[src/rtl/slk_pkg.sv]
package slk_pkg;

  typedef enum logic {
    SLK_IDLE = 1'b0,
    SLK_SCAN = 1'b1
  } slk_state_e;

endpackage

[src/rtl/slk_shift_test.sv]
module slk_shift_test #(
  parameter int DATA_W = 24,
  parameter int K_W    = 5
) (
  input  logic signed [DATA_W-1:0] cur,
  input  logic signed [DATA_W-1:0] dir,
  input  logic        [K_W-1:0]    k,
  output logic                     pass
);

  logic signed [DATA_W-1:0] scaled;
  logic        [DATA_W:0]   sum;

  // scale by 2^-k, rounding toward minus infinity
  assign scaled = dir >>> k;
  // one extra bit so the sum never wraps
  assign sum  = {cur[DATA_W-1], cur} + {scaled[DATA_W-1], scaled};
  assign pass = !sum[DATA_W] && (sum != '0);

endmodule

[src/rtl/slk_elem_fetch.sv]
module slk_elem_fetch #(
  parameter int ADDR_W = 6,
  parameter int LEN_W  = ADDR_W + 1
) (
  input  logic              clk,
  input  logic              rst,
  input  logic              run,
  input  logic              restart,
  input  logic [LEN_W-1:0]  len,
  output logic              rd_en,
  output logic [ADDR_W-1:0] rd_addr,
  output logic              chk_valid,
  output logic              chk_last
);

  logic [LEN_W-1:0] idx;
  logic             issue;

  assign issue   = run && (idx < len);
  assign rd_en   = issue;
  assign rd_addr = idx[ADDR_W-1:0];

  always_ff @(posedge clk) begin
    if (rst || !run) begin
      idx       <= '0;
      chk_valid <= 1'b0;
      chk_last  <= 1'b0;
    end else if (restart) begin
      // drop the read in flight, rescan from element zero
      idx       <= '0;
      chk_valid <= 1'b0;
      chk_last  <= 1'b0;
    end else begin
      idx       <= idx + LEN_W'(issue);
      chk_valid <= issue;
      chk_last  <= issue && (idx == len - LEN_W'(1));
    end
  end

  AST_READ_BOUND: assert property (@(posedge clk) disable iff (rst)
    rd_en |-> ({1'b0, rd_addr} < len));
  AST_NO_READ_IDLE: assert property (@(posedge clk) disable iff (rst)
    !run |-> !rd_en);
  AST_DATA_AFTER_READ: assert property (@(posedge clk) disable iff (rst)
    chk_valid |-> $past(rd_en));

endmodule

[src/rtl/slk_halving_ctrl.sv]
module slk_halving_ctrl
  import slk_pkg::*;
#(
  parameter int MAX_HALV = 17,
  parameter int LEN_W    = 7,
  parameter int K_W      = $clog2(MAX_HALV + 1)
) (
  input  logic             clk,
  input  logic             rst,
  input  logic             start,
  input  logic [LEN_W-1:0] len_in,
  input  logic             chk_valid,
  input  logic             chk_last,
  input  logic             chk_pass,
  output logic             run,
  output logic             restart,
  output logic [LEN_W-1:0] len_q,
  output logic [K_W-1:0]   k,
  output logic             done,
  output logic [K_W-1:0]   step_shift,
  output logic             step_zero
);

  localparam logic [K_W-1:0] K_LAST = K_W'(MAX_HALV);

  slk_state_e state;
  logic       fail;
  logic       give_up;
  logic       accept;

  assign run     = (state == SLK_SCAN);
  assign fail    = run && chk_valid && !chk_pass;
  assign restart = fail && (k != K_LAST);
  assign give_up = fail && (k == K_LAST);
  assign accept  = run && ((chk_valid && chk_pass && chk_last) || (len_q == '0));

  always_ff @(posedge clk) begin
    if (rst) begin
      state      <= SLK_IDLE;
      len_q      <= '0;
      k          <= '0;
      done       <= 1'b0;
      step_shift <= '0;
      step_zero  <= 1'b0;
    end else begin
      done <= 1'b0;
      case (state)
        SLK_IDLE: begin
          if (start) begin
            state <= SLK_SCAN;
            len_q <= len_in;
            k     <= '0;
          end
        end
        SLK_SCAN: begin
          if (accept) begin
            state      <= SLK_IDLE;
            done       <= 1'b1;
            step_shift <= k;
            step_zero  <= 1'b0;
          end else if (give_up) begin
            state      <= SLK_IDLE;
            done       <= 1'b1;
            step_shift <= '0;
            step_zero  <= 1'b1;
          end else if (restart) begin
            k <= k + K_W'(1);
          end
        end
        default: state <= SLK_IDLE;
      endcase
    end
  end

  AST_K_LIMIT: assert property (@(posedge clk) disable iff (rst)
    k <= K_LAST);
  AST_K_NO_DECREASE: assert property (@(posedge clk) disable iff (rst)
    run |=> (!run || (k >= $past(k))));
  AST_ZERO_CODE: assert property (@(posedge clk) disable iff (rst)
    step_zero |-> (step_shift == '0));
  AST_DONE_PULSE: assert property (@(posedge clk) disable iff (rst)
    done |=> !done);
  AST_START_IGNORED: assert property (@(posedge clk) disable iff (rst)
    (run && start) |=> $stable(len_q));
  AST_HOLD_RESULT: assert property (@(posedge clk) disable iff (rst)
    !done |=> (done || ($stable(step_shift) && $stable(step_zero))));

endmodule

[src/rtl/slk_step_search.sv]
module slk_step_search #(
  parameter int DATA_W   = 24,
  parameter int ADDR_W   = 6,
  parameter int MAX_HALV = 17,
  localparam int LEN_W   = ADDR_W + 1,
  localparam int K_W     = $clog2(MAX_HALV + 1)
) (
  input  logic                     clk,
  input  logic                     rst,
  input  logic                     start,
  input  logic [LEN_W-1:0]         vec_len,
  output logic                     rd_en,
  output logic [ADDR_W-1:0]        rd_addr,
  input  logic signed [DATA_W-1:0] rd_cur,
  input  logic signed [DATA_W-1:0] rd_dir,
  output logic                     done,
  output logic [K_W-1:0]           step_shift,
  output logic                     step_zero
);

  logic             run;
  logic             restart;
  logic [LEN_W-1:0] len_q;
  logic [K_W-1:0]   k;
  logic             chk_valid;
  logic             chk_last;
  logic             chk_pass;

  slk_halving_ctrl #(
    .MAX_HALV (MAX_HALV),
    .LEN_W    (LEN_W),
    .K_W      (K_W)
  ) u_ctrl (
    .clk        (clk),
    .rst        (rst),
    .start      (start),
    .len_in     (vec_len),
    .chk_valid  (chk_valid),
    .chk_last   (chk_last),
    .chk_pass   (chk_pass),
    .run        (run),
    .restart    (restart),
    .len_q      (len_q),
    .k          (k),
    .done       (done),
    .step_shift (step_shift),
    .step_zero  (step_zero)
  );

  slk_elem_fetch #(
    .ADDR_W (ADDR_W),
    .LEN_W  (LEN_W)
  ) u_fetch (
    .clk       (clk),
    .rst       (rst),
    .run       (run),
    .restart   (restart),
    .len       (len_q),
    .rd_en     (rd_en),
    .rd_addr   (rd_addr),
    .chk_valid (chk_valid),
    .chk_last  (chk_last)
  );

  slk_shift_test #(
    .DATA_W (DATA_W),
    .K_W    (K_W)
  ) u_test (
    .cur  (rd_cur),
    .dir  (rd_dir),
    .k    (k),
    .pass (chk_pass)
  );

  AST_RESET_QUIET: assert property (@(posedge clk)
    rst |=> (!done && !step_zero && (step_shift == '0)));

endmodule

[config.mk]
export PLATFORM = sky130hd
export DESIGN_NAME = slk_step_search
export DESIGN_NICKNAME = d
export VERILOG_FILES = /design/src/rtl/slk_pkg.sv /design/src/rtl/slk_shift_test.sv /design/src/rtl/slk_elem_fetch.sv /design/src/rtl/slk_halving_ctrl.sv /design/src/rtl/slk_step_search.sv
export SDC_FILE = /design/constraint.sdc
export NUM_CORES = 1
export LEC_CHECK = 0
export ABC_AREA = 1
export ABC_CLOCK_PERIOD_IN_PS = 3720
export BUFFER_PORTS_ARGS = -buffer_cell sky130_fd_sc_hd__buf_4
export CORE_ASPECT_RATIO = 0.9
export CORE_MARGIN = 2
export CORE_UTILIZATION = 40
export DETAILED_ROUTE_END_ITERATION = 8
export HOLD_SLACK_MARGIN = 0.12
export PLACE_DENSITY = 0.59
export SETUP_SLACK_MARGIN = 0.15
export SLEW_MARGIN = 20
export SYNTH_ARGS = -nofsm -noshare
export SYNTH_HDL_FRONTEND = slang
export SYNTH_SLANG_ARGS = --single-unit
[constraint.sdc]
create_clock -name clk -period 3.72 [get_ports clk]
set_clock_uncertainty 0.05 [all_clocks]
set_input_delay 0.744 -clock clk [delete_from_list [all_inputs] [get_ports clk]]
set_output_delay 0.744 -clock clk [all_outputs]
set_load 0.005 [all_outputs]
==> flow_metrics.py <==
metrics = {
    "run": {
        "maxCapViolations": 0,
    },
    "setup_path": {
        "worstSetupStartpointType": "input port",
        "reg2reg_depth": 29,
        "worstPathArrival_ps": 3860,
        "worstSetupPathType": "in2reg",
        "crit_top_cell": "nand2_1",
        "cp.required_ps": 3880,
        "r2r-start": "u_ctrl.k[0]",
        "worstPathMaxFanout": 6,
        "slowest_stage": "ha_1",
        "r2r-end": "u_ctrl.k[0]",
        "regToRegSetupSlack_ps": 30,
        "crit_path_max_incr_delay_ps": 380,
        "endpoint_kind": "flop",
    },
    "sta": {
        "clock.fmax_mhz": 270,
        "period_needed_ps": 3700,
        "hold_violations": 0,
        "worst_slew_pin_slew_ps": 588,
        "relSlewSlack_pct": 60.7,
        "rsz0062_at_grt": "true",
        "whs_ps": 423,
        "fin_crit_sh_pct": 99.4,
        "maxSlewViolCount": 0,
        "setup_viol": 0,
    },
    "synth": {
        "yosys.area.top_type": "nand2_1",
        "synth_ff_type": "dfxtp_1",
        "postSynthNetCount": 906,
        "async_flop_share_pct": 0,
        "ys_types": 41,
        "synth_warnings": 0,
        "synth_seq_cells": 29,
        "synth_cells": 810,
        "yosysSeqAreaShare_pct": 12.8,
        "synth_area_per_cell_um2": 5.62,
        "synth_edf_count": 0,
        "syn-cell-area_um2": 4550,
        "ys_top_cells_by_area": "nand2_1, dfxtp_1, ha_1",
        "netlist.area_leader.share_pct": 22.4,
    },
    "finish": {
        "area_delta_synth_final_pct": 39.6,
        "drive_gt1_share_pct": 27.4,
        "fin_area_um2": 6350,
        "fill_cells": 1105,
        "antennaDiodeCount": 0,
        "final_nets": 1041,
        "instances_no_fill": 1098,
        "final_util_pct": 58.0,
    },
    "min_path": {
        "min_path_type": "reg2reg",
        "holdPathEnd": "u_ctrl.step_shift[3]",
        "hold_depth": 2,
        "min-delay-start": "u_ctrl.step_shift[3]",
    },
    "clock_network": {
        "cts_root_buf": "clkbuf_16",
        "clk_pin_slew_ps": 50,
        "clk_latency_ps": 270,
        "cts_hold_buf": 0,
        "cts_made_buffers": 5,
        "clkSinkCount": 29,
        "htreeDepth": 2,
        "clk_path_buf_depth": 2,
        "cts_tree": "done",
    },
    "drt": {
        "ant_nets": 0,
        "wire_per_inst_um": 13.3,
        "drc": 0,
        "route.met3.wl_um": 567,
        "wl_met2_mm": 7.02,
        "routed.top_layer": "met4",
        "drt-met1-wl_mm": 6.73,
        "dr.first_iter.drc_count": 251,
        "first_pass_iters": 5,
        "wl_mm": 14.6,
        "via_count": 5551,
        "vias_per_cell": 5.06,
    },
    "power": {
        "powerDensity_nw_per_um2": 433,
        "leakagePower_nw": 3.26,
        "irDropWorstVdd_mv": 0.300,
    },
    "floorplan": {
        "ioPinCount": 72,
        "die_y_um": 105,
        "dieArea_um2": 12200,
        "rows": 36,
        "die_x_um": 116,
        "start_util_pct": 41.6,
        "core_area_um2": 10900,
    },
    "placement": {
        "placed_cell_area_um2": 5760,
        "place_inst": 1081,
        "gp_congestion": 0.906,
        "dp_hpwl_mm": 11.9,
        "io_buffers": 71,
    },
    "grt": {
        "grt_max_degree": 28,
        "grt_pass1_vias": 5341,
        "gr-usage-all-layers_pct": 23.9,
        "grt_pass1_wl_mm": 24.1,
        "grt-ovfl-total": 0,
        "antenna_found_initial": 0,
    },
    "run_status": {
        "status": "completed",
    },
}
==> sequential cells by signal, summed over array words and instances, names as in the netlist <==
signal	count
u_ctrl.step_zero	1
u_ctrl.step_shift	5
u_fetch.idx	7
u_ctrl.len_q	7
u_fetch.chk_valid	1
u_ctrl.run	1
u_ctrl.done	1
u_fetch.chk_last	1
u_ctrl.k	5
==> power breakdown <==
group          internal (W)  switching [W]  leakage, nW
combinational      0.000829        0.00110         2.94
clock              0.000334       0.000138       0.0841
sequential         0.000327      0.0000157        0.237
==> metal layers <==
layer / global-route usage (%) / vias up
met2: 41.4 / 126
met3: 2.55 / 27
li1: - / 2894
met5: 0 / -
met1: 31.0 / 2504
met4: 6.97 / 0
==> what timing repair did <==
item / CTS / global route
gates resized for setup: 49 / 47
pin swaps: 18 / 12
gates cloned: 0 / 0
endpoints found under the setup margin: 22 / 22
setup buffers: 8 / 1
==> worst max-delay path by stage <==
stage	from	to
after floorplan	rd_dir[23]	u_ctrl.k[4]
after global placement	rd_dir[23]	u_ctrl.k[0]
after detailed placement	rd_dir[23]	u_ctrl.k[0]
after CTS	rd_dir[23]	u_ctrl.step_shift[4]
after global routing	u_ctrl.k[0]	u_ctrl.step_zero
final	rd_dir[15]	u_ctrl.k[0]
==> critical path, delay by kind of cell <==
kind / cells / cell delay [ps]
and+or+nand+nor: 23 / 2170
AOI/OAI and AO/OA: 3 / 300
adders and majority gates: 1 / 380
buffers and inverters: 2 / 240
==> layout make-up <==
class / instances / area (um^2) / share of cell area, %
Clock buffer: 7 / 143 / 2.25
Clock inverter: 1 / 30.0 / 0.473
Inverter: 109 / 409 / 6.44
Multi-Input combinational cell: 642 / 3740 / 58.9
Sequential cell: 29 / 582 / 9.16
Tap cell: 152 / 190 / 3.00
Timing Repair Buffer: 158 / 1250 / 19.7
==> through the flow <==
step | TNS, ps | worst slack [ps] | power (W)
2_1_floorplan | 0 | 164 | 0.00142
3_3_place_gp | -10520 | -503 | 0.00203
3_5_place_dp | -11310 | -547 | 0.00203
4_1_cts | 0 | 9.51 | 0.00263
5_1_grt | -5160 | -293 | 0.00297
6_report | 0 | 21.4 | 0.00275
==> cells in the mapped netlist, types with 2 or more instances <==
library cell  number
dfxtp_1           29
nand2_2            9
inv_1            108
nor3_1             9
buf_4              7
a31oi_1            6
nand4_1           15
xnor2_1            7
buf_1              2
o311ai_0           2
nor4_1             2
a21oi_1           33
mux2i_1            5
nor2_1            58
o21ai_0           58
clkbuf_1          19
o211ai_1          10
a211oi_1           2
ha_1              37
nand2_1          271
nor2_2             6
nand3_1           72
nor2_4             3
buf_6              2
nand3_2            8
nand2_4            5
xor2_1             8
or2_2              3
o21bai_1           2
==> placed cells by master (no fill, tap or decap), drive strengths merged, types with 15 or more instances in the layout <==
cell and n:
inv 109, dfxtp 29, a21oi 34, o21ai 58, nor2 67, buf 158
ha 37, nand4 15, nand3 81, nand2 285
==> logic make-up (layout without fill, tap and decap cells) <==
group           Yosys count  count (layout)  synth area share (%)
simple gates            465             465                  45.5
buf+inv                 139             275                  12.4
compound gates          119             119                  14.7
fa+ha+maj                38              38                  10.6
flops                    29              29                  12.8
xor+xnor                 15              15                  2.89
mux                       5               5                  1.10
Note: power is estimated with default switching activity, not from simulation.
